**config.mk**
```make
export PLATFORM = sky130hd
export DESIGN_NAME = flash_dual_bank_status
export DESIGN_NICKNAME = d
export VERILOG_FILES = /design/src/rtl/flash_bs_pkg.sv /design/src/rtl/flash_bank_map.sv /design/src/rtl/flash_op_track.sv /design/src/rtl/flash_rd_route.sv /design/src/rtl/flash_dual_bank_status.sv
export SDC_FILE = /design/constraint.sdc
export NUM_CORES = 1
export LEC_CHECK = 0
export ABC_AREA = 0
export BUFFER_PORTS_ARGS = -buffer_cell sky130_fd_sc_hd__buf_4
export CORE_MARGIN = 2
export CORE_UTILIZATION = 28
export CTS_CLUSTER_SIZE = 8
export DETAILED_ROUTE_END_ITERATION = 16
export PLACE_DENSITY_LB_ADDON = 0.1
export RECOVER_POWER = 25
export SYNTH_ARGS = -nofsm -noshare
export SYNTH_HDL_FRONTEND = slang
export SYNTH_SLANG_ARGS = --single-unit
```
**constraint.sdc**
```tcl
create_clock -name clk -period 2.6 [get_ports clk]
set_input_delay 0.13 -clock clk [delete_from_list [all_inputs] [get_ports clk]]
set_output_delay 0.13 -clock clk [all_outputs]
set_load 0.02 [all_outputs]
```
**src/rtl/flash_bs_pkg.sv**
```systemverilog
package flash_bs_pkg;

    // Status word bit positions decoded by the host polling routine
    localparam int POLL_BIT = 7;
    localparam int TOG_BIT  = 6;

    // Number of top address bits that must be ones to select bank 1
    function automatic int split_shift(input int sel);
        case (sel)
            0:       return 6;
            1:       return 3;
            2:       return 2;
            default: return 1;
        endcase
    endfunction

    typedef struct packed {
        logic busy;   // an embedded operation is running
        logic bank;   // bank owning the running operation
        logic poll;   // value presented on the polling bit
        logic tog;    // current toggle bit
        logic err;    // refused start seen last cycle
    } trk_state_t;

endpackage

```
**src/rtl/flash_bank_map.sv**
```systemverilog
module flash_bank_map #(
    parameter int ADDR_W    = 21,
    parameter int SPLIT_SEL = 1
) (
    input  logic [ADDR_W-1:0] addr,
    output logic              bank
);
    import flash_bs_pkg::*;

    localparam int SHIFT = split_shift(SPLIT_SEL);
    localparam logic [ADDR_W-1:0] BOUND =
        {{SHIFT{1'b1}}, {(ADDR_W-SHIFT){1'b0}}};

    always_comb begin
        bank = (addr >= BOUND);
    end
endmodule

```
**src/rtl/flash_op_track.sv**
```systemverilog
module flash_op_track (
    input  logic clk,
    input  logic rst_n,
    input  logic op_start,
    input  logic op_bank,
    input  logic op_erase,
    input  logic prog_d7,
    input  logic op_done,
    input  logic rd_en,
    input  logic rd_bank,
    output logic busy,
    output logic busy_bank,
    output logic poll,
    output logic tog,
    output logic err
);
    import flash_bs_pkg::*;

    trk_state_t s_d, s_q;

    always_comb begin
        s_d     = s_q;
        s_d.err = 1'b0;
        if (s_q.busy) begin
            if (op_start) begin
                s_d.err = 1'b1;
            end
            if (rd_en && (rd_bank == s_q.bank)) begin
                s_d.tog = ~s_q.tog;
            end
            if (op_done) begin
                s_d.busy = 1'b0;
            end
        end else if (op_start) begin
            s_d.busy = 1'b1;
            s_d.bank = op_bank;
            s_d.poll = op_erase ? 1'b0 : ~prog_d7;
            s_d.tog  = 1'b0;
        end
    end

    always_ff @(posedge clk or negedge rst_n) begin
        if (!rst_n) begin
            s_q <= '0;
        end else begin
            s_q <= s_d;
        end
    end

    always_comb begin
        busy      = s_q.busy;
        busy_bank = s_q.bank;
        poll      = s_q.poll;
        tog       = s_q.tog;
        err       = s_q.err;
    end
endmodule

```
**src/rtl/flash_rd_route.sv**
```systemverilog
module flash_rd_route #(
    parameter int DATA_W = 16
) (
    input  logic              busy,
    input  logic              busy_bank,
    input  logic              rd_bank,
    input  logic              poll,
    input  logic              tog,
    input  logic [DATA_W-1:0] arr_rdata,
    output logic [DATA_W-1:0] rd_data
);
    import flash_bs_pkg::*;

    logic [DATA_W-1:0] status_w;
    logic              hit;

    for (genvar i = 0; i < DATA_W; i++) begin : g_stat
        if (i == POLL_BIT) begin : g_poll
            assign status_w[i] = poll;
        end else if (i == TOG_BIT) begin : g_tog
            assign status_w[i] = tog;
        end else begin : g_zero
            assign status_w[i] = 1'b0;
        end
    end

    always_comb begin
        hit     = busy && (rd_bank == busy_bank);
        rd_data = hit ? status_w : arr_rdata;
    end
endmodule

```
**src/rtl/flash_dual_bank_status.sv**
```systemverilog
module flash_dual_bank_status #(
    parameter int ADDR_W    = 21,
    parameter int DATA_W    = 16,
    parameter int SPLIT_SEL = 1
) (
    input  logic              clk,
    input  logic              rst_n,
    input  logic              op_start,
    input  logic              op_bank,
    input  logic              op_erase,
    input  logic              prog_d7,
    input  logic              op_done,
    input  logic [ADDR_W-1:0] rd_addr,
    input  logic              rd_en,
    input  logic [DATA_W-1:0] arr_rdata,
    output logic [DATA_W-1:0] rd_data,
    output logic              rdy,
    output logic              start_err
);
    logic rd_bank;
    logic busy, busy_bank, poll, tog;

    flash_bank_map #(
        .ADDR_W   (ADDR_W),
        .SPLIT_SEL(SPLIT_SEL)
    ) u_map (
        .addr(rd_addr),
        .bank(rd_bank)
    );

    flash_op_track u_trk (
        .clk      (clk),
        .rst_n    (rst_n),
        .op_start (op_start),
        .op_bank  (op_bank),
        .op_erase (op_erase),
        .prog_d7  (prog_d7),
        .op_done  (op_done),
        .rd_en    (rd_en),
        .rd_bank  (rd_bank),
        .busy     (busy),
        .busy_bank(busy_bank),
        .poll     (poll),
        .tog      (tog),
        .err      (start_err)
    );

    flash_rd_route #(
        .DATA_W(DATA_W)
    ) u_route (
        .busy     (busy),
        .busy_bank(busy_bank),
        .rd_bank  (rd_bank),
        .poll     (poll),
        .tog      (tog),
        .arr_rdata(arr_rdata),
        .rd_data  (rd_data)
    );

    always_comb begin
        rdy = ~busy;
    end
endmodule

```
* Word-level counts from Yosys, hierarchy flattened *
Index checks and enable logic that the tools add are counted.

word-level totals
  bits in registers = 5
  input bits = 45
  output and inout port bits = 18
  logic and storage cells = 25

cells by class
  magnitude comparators = 1
  equality and inequality tests = 2
  muxes and demuxes = 9
  bitwise logic cells = 3
  reductions and logical operators = 5

operators with widths
  operator              number
  $ge 21x21->1 const B  1
  $mux 16               1
  $mux 1                7
  $mux 4                1
  $reduce_and 2->1      2
  $not 1->1             3
  $logic_and 1x1->1     2
  $ne 2x2->1 const B    1
  $reduce_bool 2->1     1
  $eq 1x1->1            1

* Longest topological paths before layout *
Gate-level depths: netlist of the first run.

  depth after elaboration = 5
  gate-level depth with buffers = 5
  mapped depth without buffers = 4

* Cells and area by module *
Synthesis of the first run repeated with hierarchy kept, for this count alone.

unflattened totals
  cells, all modules = 40
  area total of the unflattened synthesis = 389.1 µm²

modules (own cells, without submodules)
  module                  times used  cells an instance  area each (µm²)
  flash_op_track          1           19                 212.7
  flash_rd_route          1           19                 166.4
  flash_bank_map          1           1                  6.3
  flash_dual_bank_status  1           1                  3.8

* Worst setup path before layout of the first run *
No wires, ideal clock.

  kind = register -> output
  start point = register u_trk.s_q (netlist bit u_trk.busy_bank)
  end point = output port rd_data[0]
  data arrival time = 1.076 ns
  required time = 2.470 ns
  path slack = 1.394 ns
  cell stages (with the launch flop) = 5
  buffers on the path = 1
  cell sequence = dfrtp_1 > nand4b_4 > nand3_2 > clkbuf_2 > and2_1

between the ends
  word-level cells in the longest chain between the ends = 3

RTL lines
  element                 RTL line                      RTL
  start, declared         flash_op_track.sv:19          trk_state_t s_d, s_q;
  start signal, assigned  flash_op_track.sv:44          s_q <= '0;
  start signal, assigned  flash_op_track.sv:46          s_q <= s_d;
  $eq 1x1->1              flash_rd_route.sv:28          hit = busy && (rd_bank == busy_bank);
  $logic_and 1x1->1       flash_rd_route.sv:28
  $mux 16                 flash_rd_route.sv:29          rd_data = hit ? status_w : arr_rdata;
  end, declared           flash_dual_bank_status.sv:16  output logic [DATA_W-1:0] rd_data,

Every way passes these cells.

* Worst setup path after layout of the first run *
  start point = register u_trk.s_q (netlist bit u_trk.busy_bank)
  end point = output port rd_data[6]

The elaborated chain is that of the path after synthesis.

==> qor.csv, run 1 <==
metric;value;unit
Worst setup EP type;output port;
top-count cell post-synth;and2_1;
Worst-Margin Slew;267;ps
#FFs+latches synth;5;
Netlist cell types;17;
M1 WL;467;um
R2R Path Start;u_trk.busy_bank;
Hold Vio Cnt, Final;0;
number of global-route vias before repair;341;
DRC viols;0;
gpl congestion;0.661;
Routed WL;1140;um
startpoint types;register;
worst vdd ir;0.278;mV
Main synth FF type;dfrtp_1;
layout cell share with drive strength beyond 1;58.0;%
gr usage total;14.1;%
metal3 WL;91;um
cells after synthesis;40;
num ports;63;
R2R cell count;4;
slowest cell on the critical path;dfrtp_1;
CTS H-Tree Depth;1;
buffers added on ports;44;
final period utilization;65.4;%
TritonRoute pass-1 iters;2;
top sig layer;met3;
via count;445;
fin crit period;1700;ps
Commonest cells post-synth;and2_1, dfrtp_1, nand2_1;
CTS Sinks;5;
Initial DRC Count;2;
final setup vio count;0;
post-synth top area cell;dfrtp_1;
WHS Path Cells;2;
TNS Setup;0;ps
drt wl/cell;11.1;um
Root Buffer;clkbuf_4;
Post-synth EDFFs;0;
Critical Setup Path Class;reg2out;
CP max FO;16;
worst hold start;op_done;
clock skew;3.97;ps
flop-to-flop setup slack;1330;ps
Cell Area, Synth;369;um^2
CP Cell Sequence;nand4b_4, nand3_2, mux2_2, buf_4;
cells resized by post-CTS repair;0;
Max-Cap Viols;0;
Async SR Flop Fraction;100;%
Mapped Avg Cell Area;9.23;um^2
max_slew headroom;82.2;%
top post-synthesis cells by area;dfrtp_1, and2_1, mux2_2;
initial antenna violation count;0;
Worst path max stage delay;400;ps
outcome;completed;
remaining global-route overflow;0;
clk_lat worst skew;240;ps
Core Box Area;0.00127;mm^2
leak pwr;0.392;nW
Power Dens Cells;561;mW/mm^2
vias per cell;4.32;
post-route ant nets;0;
CTS tree;done;
Hold WS;70.1;ps
largest net degree at the start of global routing;17;
Die Area;0.00162;mm^2
# diodes;0;
share of the synthesized area in the top cell type;33.9;%
Reg clk slew, reported paths;40;ps
Max Freq;588;MHz
Fill cells;124;
area grow syn2layout;101;%
Met2 Wirelength;583;um
HPWL after detailed placement;982;um
Die W;40.3;um
Starting Density;29.1;%
Tightest Hold Check Type;in2reg;
Rows;13;
YS warnings;0;
RSZ-0062 raised after global routing;no;
cts bufs inserted;3;
die height;40.3;um
Worst Path Required;2470;ps
Setup Buffers After CTS;0;
final net count;134;
CP startpoint;u_trk.busy_bank;
first-pass GRT wire length;1510;um
syn_nets;85;
sequential fraction of the synthesis area;33.9;%
Max Slew Vio Count;0;
Max clock buf depth;2;
arrival time worst endpoint;1570;ps
-- registers in the layout, summed over array words and instances, names as in the netlist --
| register | flops |
|---|---|
| u_trk.tog | 1 |
| u_trk.busy_bank | 1 |
| u_trk.busy | 1 |
| u_trk.poll | 1 |
| u_trk.err | 1 |
-- kinds of logic after synthesis --
kind of cell | count (synthesis) | synth area share (%)
AO/OA/AOI/OAI | 3 | 5.09
buffers and inverters | 2 | 2.37
flip-flops | 5 | 33.9
multiplexers | 4 | 11.9
AND/OR/NAND/NOR | 26 | 46.8
-- critical path: cells and delay by family, from the launching register on --
family | cells | cell delay, ps
AND/OR/NAND/NOR | 2 | 420
flip-flops | 1 | 400
multiplexers | 1 | 360
buffers and inverters | 1 | 160
-- power by group --
group / switching, W / total [W] / internal (W)
sequential: 0.0000146 / 0.000109 / 0.0000949
clock: 0.0000292 / 0.0000870 / 0.0000578
combinational: 0.000106 / 0.000220 / 0.000113
total: 0.000150 / 0.000416 / 0.000266
-- worst paths after layout --
path / end
max reg2reg: u_trk.tog
max in group asynchronous: u_trk.busy
max: rd_data[6]
min: u_trk.busy
min in group asynchronous: u_trk.busy_bank
min reg2reg: u_trk.poll
-- per-layer routing --
| metal | GRT usage (%) | vias up |
|---|---|---|
| met5 | 0 | - |
| li1 | - | 232 |
| met2 | 24.2 | 20 |
| met1 | 17.7 | 193 |
| met4 | 5.00 | 0 |
| met3 | 2.22 | 0 |
-- metrics by stage --
step / instance area [um^2] / setup slack, ps / utilization [%] / cells / total power (W)
2_1_floorplan: 369 / 1390 / - / 40 / 0.000232
3_3_place_gp: 713 / 1150 / 56.2 / 98 / 0.000332
3_5_place_dp: 713 / 1130 / 56.2 / 98 / 0.000334
4_1_cts: 749 / 876 / 59.1 / 103 / 0.000424
5_1_grt: 742 / 835 / 58.5 / 103 / 0.000443
6_report: 742 / 900 / 58.5 / 103 / 0.000416
-- cell type report --
cell class | instances | area, um^2 | share of cell area (%)
Timing Repair Buffer | 45 | 333 | 44.9
Multi-Input combinational cell | 33 | 235 | 31.7
Sequential cell | 5 | 125 | 16.9
Clock buffer | 4 | 26.3 | 3.54
Tap cell | 15 | 18.8 | 2.53
Inverter | 1 | 3.75 | 0.506
-- timing repair --
| item | CTS | global route |
|---|---|---|
| setup endpoints to repair | 0 | 0 |
| endpoints found under the hold margin | 5 | 0 |
| hold buffers | 1 | 0 |
-- cell usage in the layout, fill, tap and decap left out, drive strengths merged --
master / netlist / final
o21ai: 1 / 1
and2: 15 / 15
o31ai: 1 / 1
nand4b: 2 / 2
nor2: 1 / 1
nand3: 2 / 2
buf: 0 / 42
mux2: 3 / 3
dlygate4sd3: 0 / 1
o22ai: 1 / 1
or3: 1 / 1
inv: 1 / 1
mux2i: 1 / 1
clkbuf: 1 / 6
dfrtp: 5 / 5
nand2: 5 / 5
No activity file was read; power rests on OpenSTA's default activity.
==> run 2: changes to the inputs <==
--- a/config.mk
+++ b/config.mk
@@ -8,7 +8,7 @@
 export ABC_AREA = 0
 export BUFFER_PORTS_ARGS = -buffer_cell sky130_fd_sc_hd__buf_4
 export CORE_MARGIN = 2
-export CORE_UTILIZATION = 28
+export CORE_UTILIZATION = 26
 export CTS_CLUSTER_SIZE = 8
 export DETAILED_ROUTE_END_ITERATION = 16
 export PLACE_DENSITY_LB_ADDON = 0.1
==> constraint.sdc (replaced) <==
create_clock -name clk -period 1.8 [get_ports clk]
set_input_delay 0.09 -clock clk [delete_from_list [all_inputs] [get_ports clk]]
set_output_delay 0.09 -clock clk [all_outputs]
set_load 0.02 [all_outputs]
==> run 2 against run 1 <==
Against the previous run:
- sequential power is 48% higher
- power is 46% higher
- worst setup slack worse by 760 ps
- critical path depth stayed put
- count of clock-buffer cells in the layout stayed put
- core utilization is 2.2 points lower
- final cell count stayed put
- first-iteration DRC count grew to 5.5 times the previous value
- non-clock buffer count stayed put
- global-route usage is 0.76 points higher
- critical endpoint unchanged
- largest cell class unchanged
==> qor.csv, run 2 (synthesis gave the netlist of run 1 again) <==
metric;value;unit
Worst-Margin Slew;266;ps
area grow syn2layout;101;%
Final Util;56.3;%
layout cell share with drive strength beyond 1;58.0;%
Power Dens Cells;820;mW/mm^2
R2R cell count;4;
Hold Vio Cnt, Final;0;
vias per cell;4.54;
Core Box Area;0.00132;mm^2
cts bufs inserted;3;
num ports;63;
max_slew headroom;82.2;%
DRC viols;0;
Routed WL;1220;um
largest net degree at the start of global routing;17;
Max Slew Vio Count;0;
# diodes;0;
final period utilization;92.5;%
final setup vio count;0;
WHS Path Cells;2;
final net count;134;
CTS Sinks;5;
initial antenna violation count;0;
Setup Buffers After CTS;0;
drt wl/cell;11.9;um
worst vdd ir;0.387;mV
Worst R2R End;u_trk.tog;
Root Buffer;clkbuf_4;
clock skew;3.11;ps
HPWL after detailed placement;987;um
RSZ-0062 raised after global routing;no;
arrival time worst endpoint;1570;ps
Tightest Hold Check Type;in2reg;
Max-Cap Viols;0;
gpl congestion;0.681;
fin crit period;1660;ps
first-pass GRT wire length;1990;um
Initial DRC Count;11;
Max Freq;601;MHz
worst hold start;op_done;
CP startpoint;u_trk.busy_bank;
startpoint types;register;
worst-case hold path end point;u_trk.busy;
Die Area;0.00174;mm^2
post-route ant nets;0;
CTS tree;done;
Worst Path Required;1710;ps
flop-to-flop setup slack;530;ps
remaining global-route overflow;0;
pre-CTS WS;379;ps
outcome;completed;
number of global-route vias before repair;459;
clk_lat worst skew;240;ps
CP max FO;16;
TNS Setup;0;ps
Tot Pwr;0.000608;W
commonest non-fill, non-tap cells in the layout;buf_4, and2_1, dfrtp_1;
Critical Setup Path Class;reg2out;
placed cells;98;
CTS H-Tree Depth;1;
Rows;13;
R2R Path Start;u_trk.busy_bank;
Die W;41.7;um
Finished Layout Cells;103;
leak pwr;0.392;nW
die height;41.7;um
Reg clk slew, reported paths;40;ps
Worst setup EP type;output port;
final worst slack;135;ps
via count;468;
gr usage total;14.9;%
TritonRoute pass-1 iters;4;
Max clock buf depth;2;
commonest non-fill, non-tap cell in the layout;buf_4;
Starting Density;28.0;%
buffers added on ports;44;
==> run 2: cell counts in the layout (fill, tap and decap cells not counted) <==
No cell type changed its count.
==> run 2: area by class of cell <==
class | count | area [um^2]
fill | 131 | 576
timing repair buffer | 45 | 333
multi-input combinational | 33 | 235
sequential | 5 | 125
clock buffer | 4 | 26.3
tap | 15 | 18.8
inverter | 1 | 3.75
==> run 2: how the worst max path moves through the flow <==
stage	cells after the start	slack, ps	endpoint
floorplan	4	610	u_trk.tog
global placement	4	410	rd_data[6]
detailed placement	4	380	rd_data[6]
CTS	4	100	rd_data[6]
global route	4	60	rd_data[7]
finish	4	140	rd_data[6]
==> run 2: stage by stage <==
stage                     instance area [um^2]  hold slack (ps)
after floorplan                            369             -206
after global placement                     713             -105
after detailed placement                   713             -105
after CTS                                  749             22.5
after global routing                       742             31.0
final                                      742             36.6
==> run 2: layer usage <==
layer / track usage (%) / vias up / wire [um]
met2: 25.6 / 34 / 644
li1: - / 230 / -
met1: 14.9 / 204 / 398
met5: 0 / - / 0
met3: 6.52 / 0 / 178
met4: 7.74 / 0 / 0
==> run 2: repair_timing <==
| item | 4_1_cts | 5_1_grt |
|---|---|---|
| hold endpoints to repair | 5 | 0 |
| gates resized for setup | 0 | 0 |
| hold buffers | 1 | 0 |
==> run 2: worst max-delay path: stages, from the launching register on <==
cell,delay (ps)
dfrtp_1,390
nand4b_4,200
nand3_2,220
mux2_2,370
buf_4,160
==> run 2: power by group <==
part / switching, W / leakage [nW] / total, W / internal, W
Clock: 0.0000443 / 0.0150 / 0.000128 / 0.0000837
Sequential: 0.0000236 / 0.0627 / 0.000161 / 0.000137
Combinational: 0.000156 / 0.314 / 0.000320 / 0.000164
Total: 0.000224 / 0.392 / 0.000608 / 0.000385
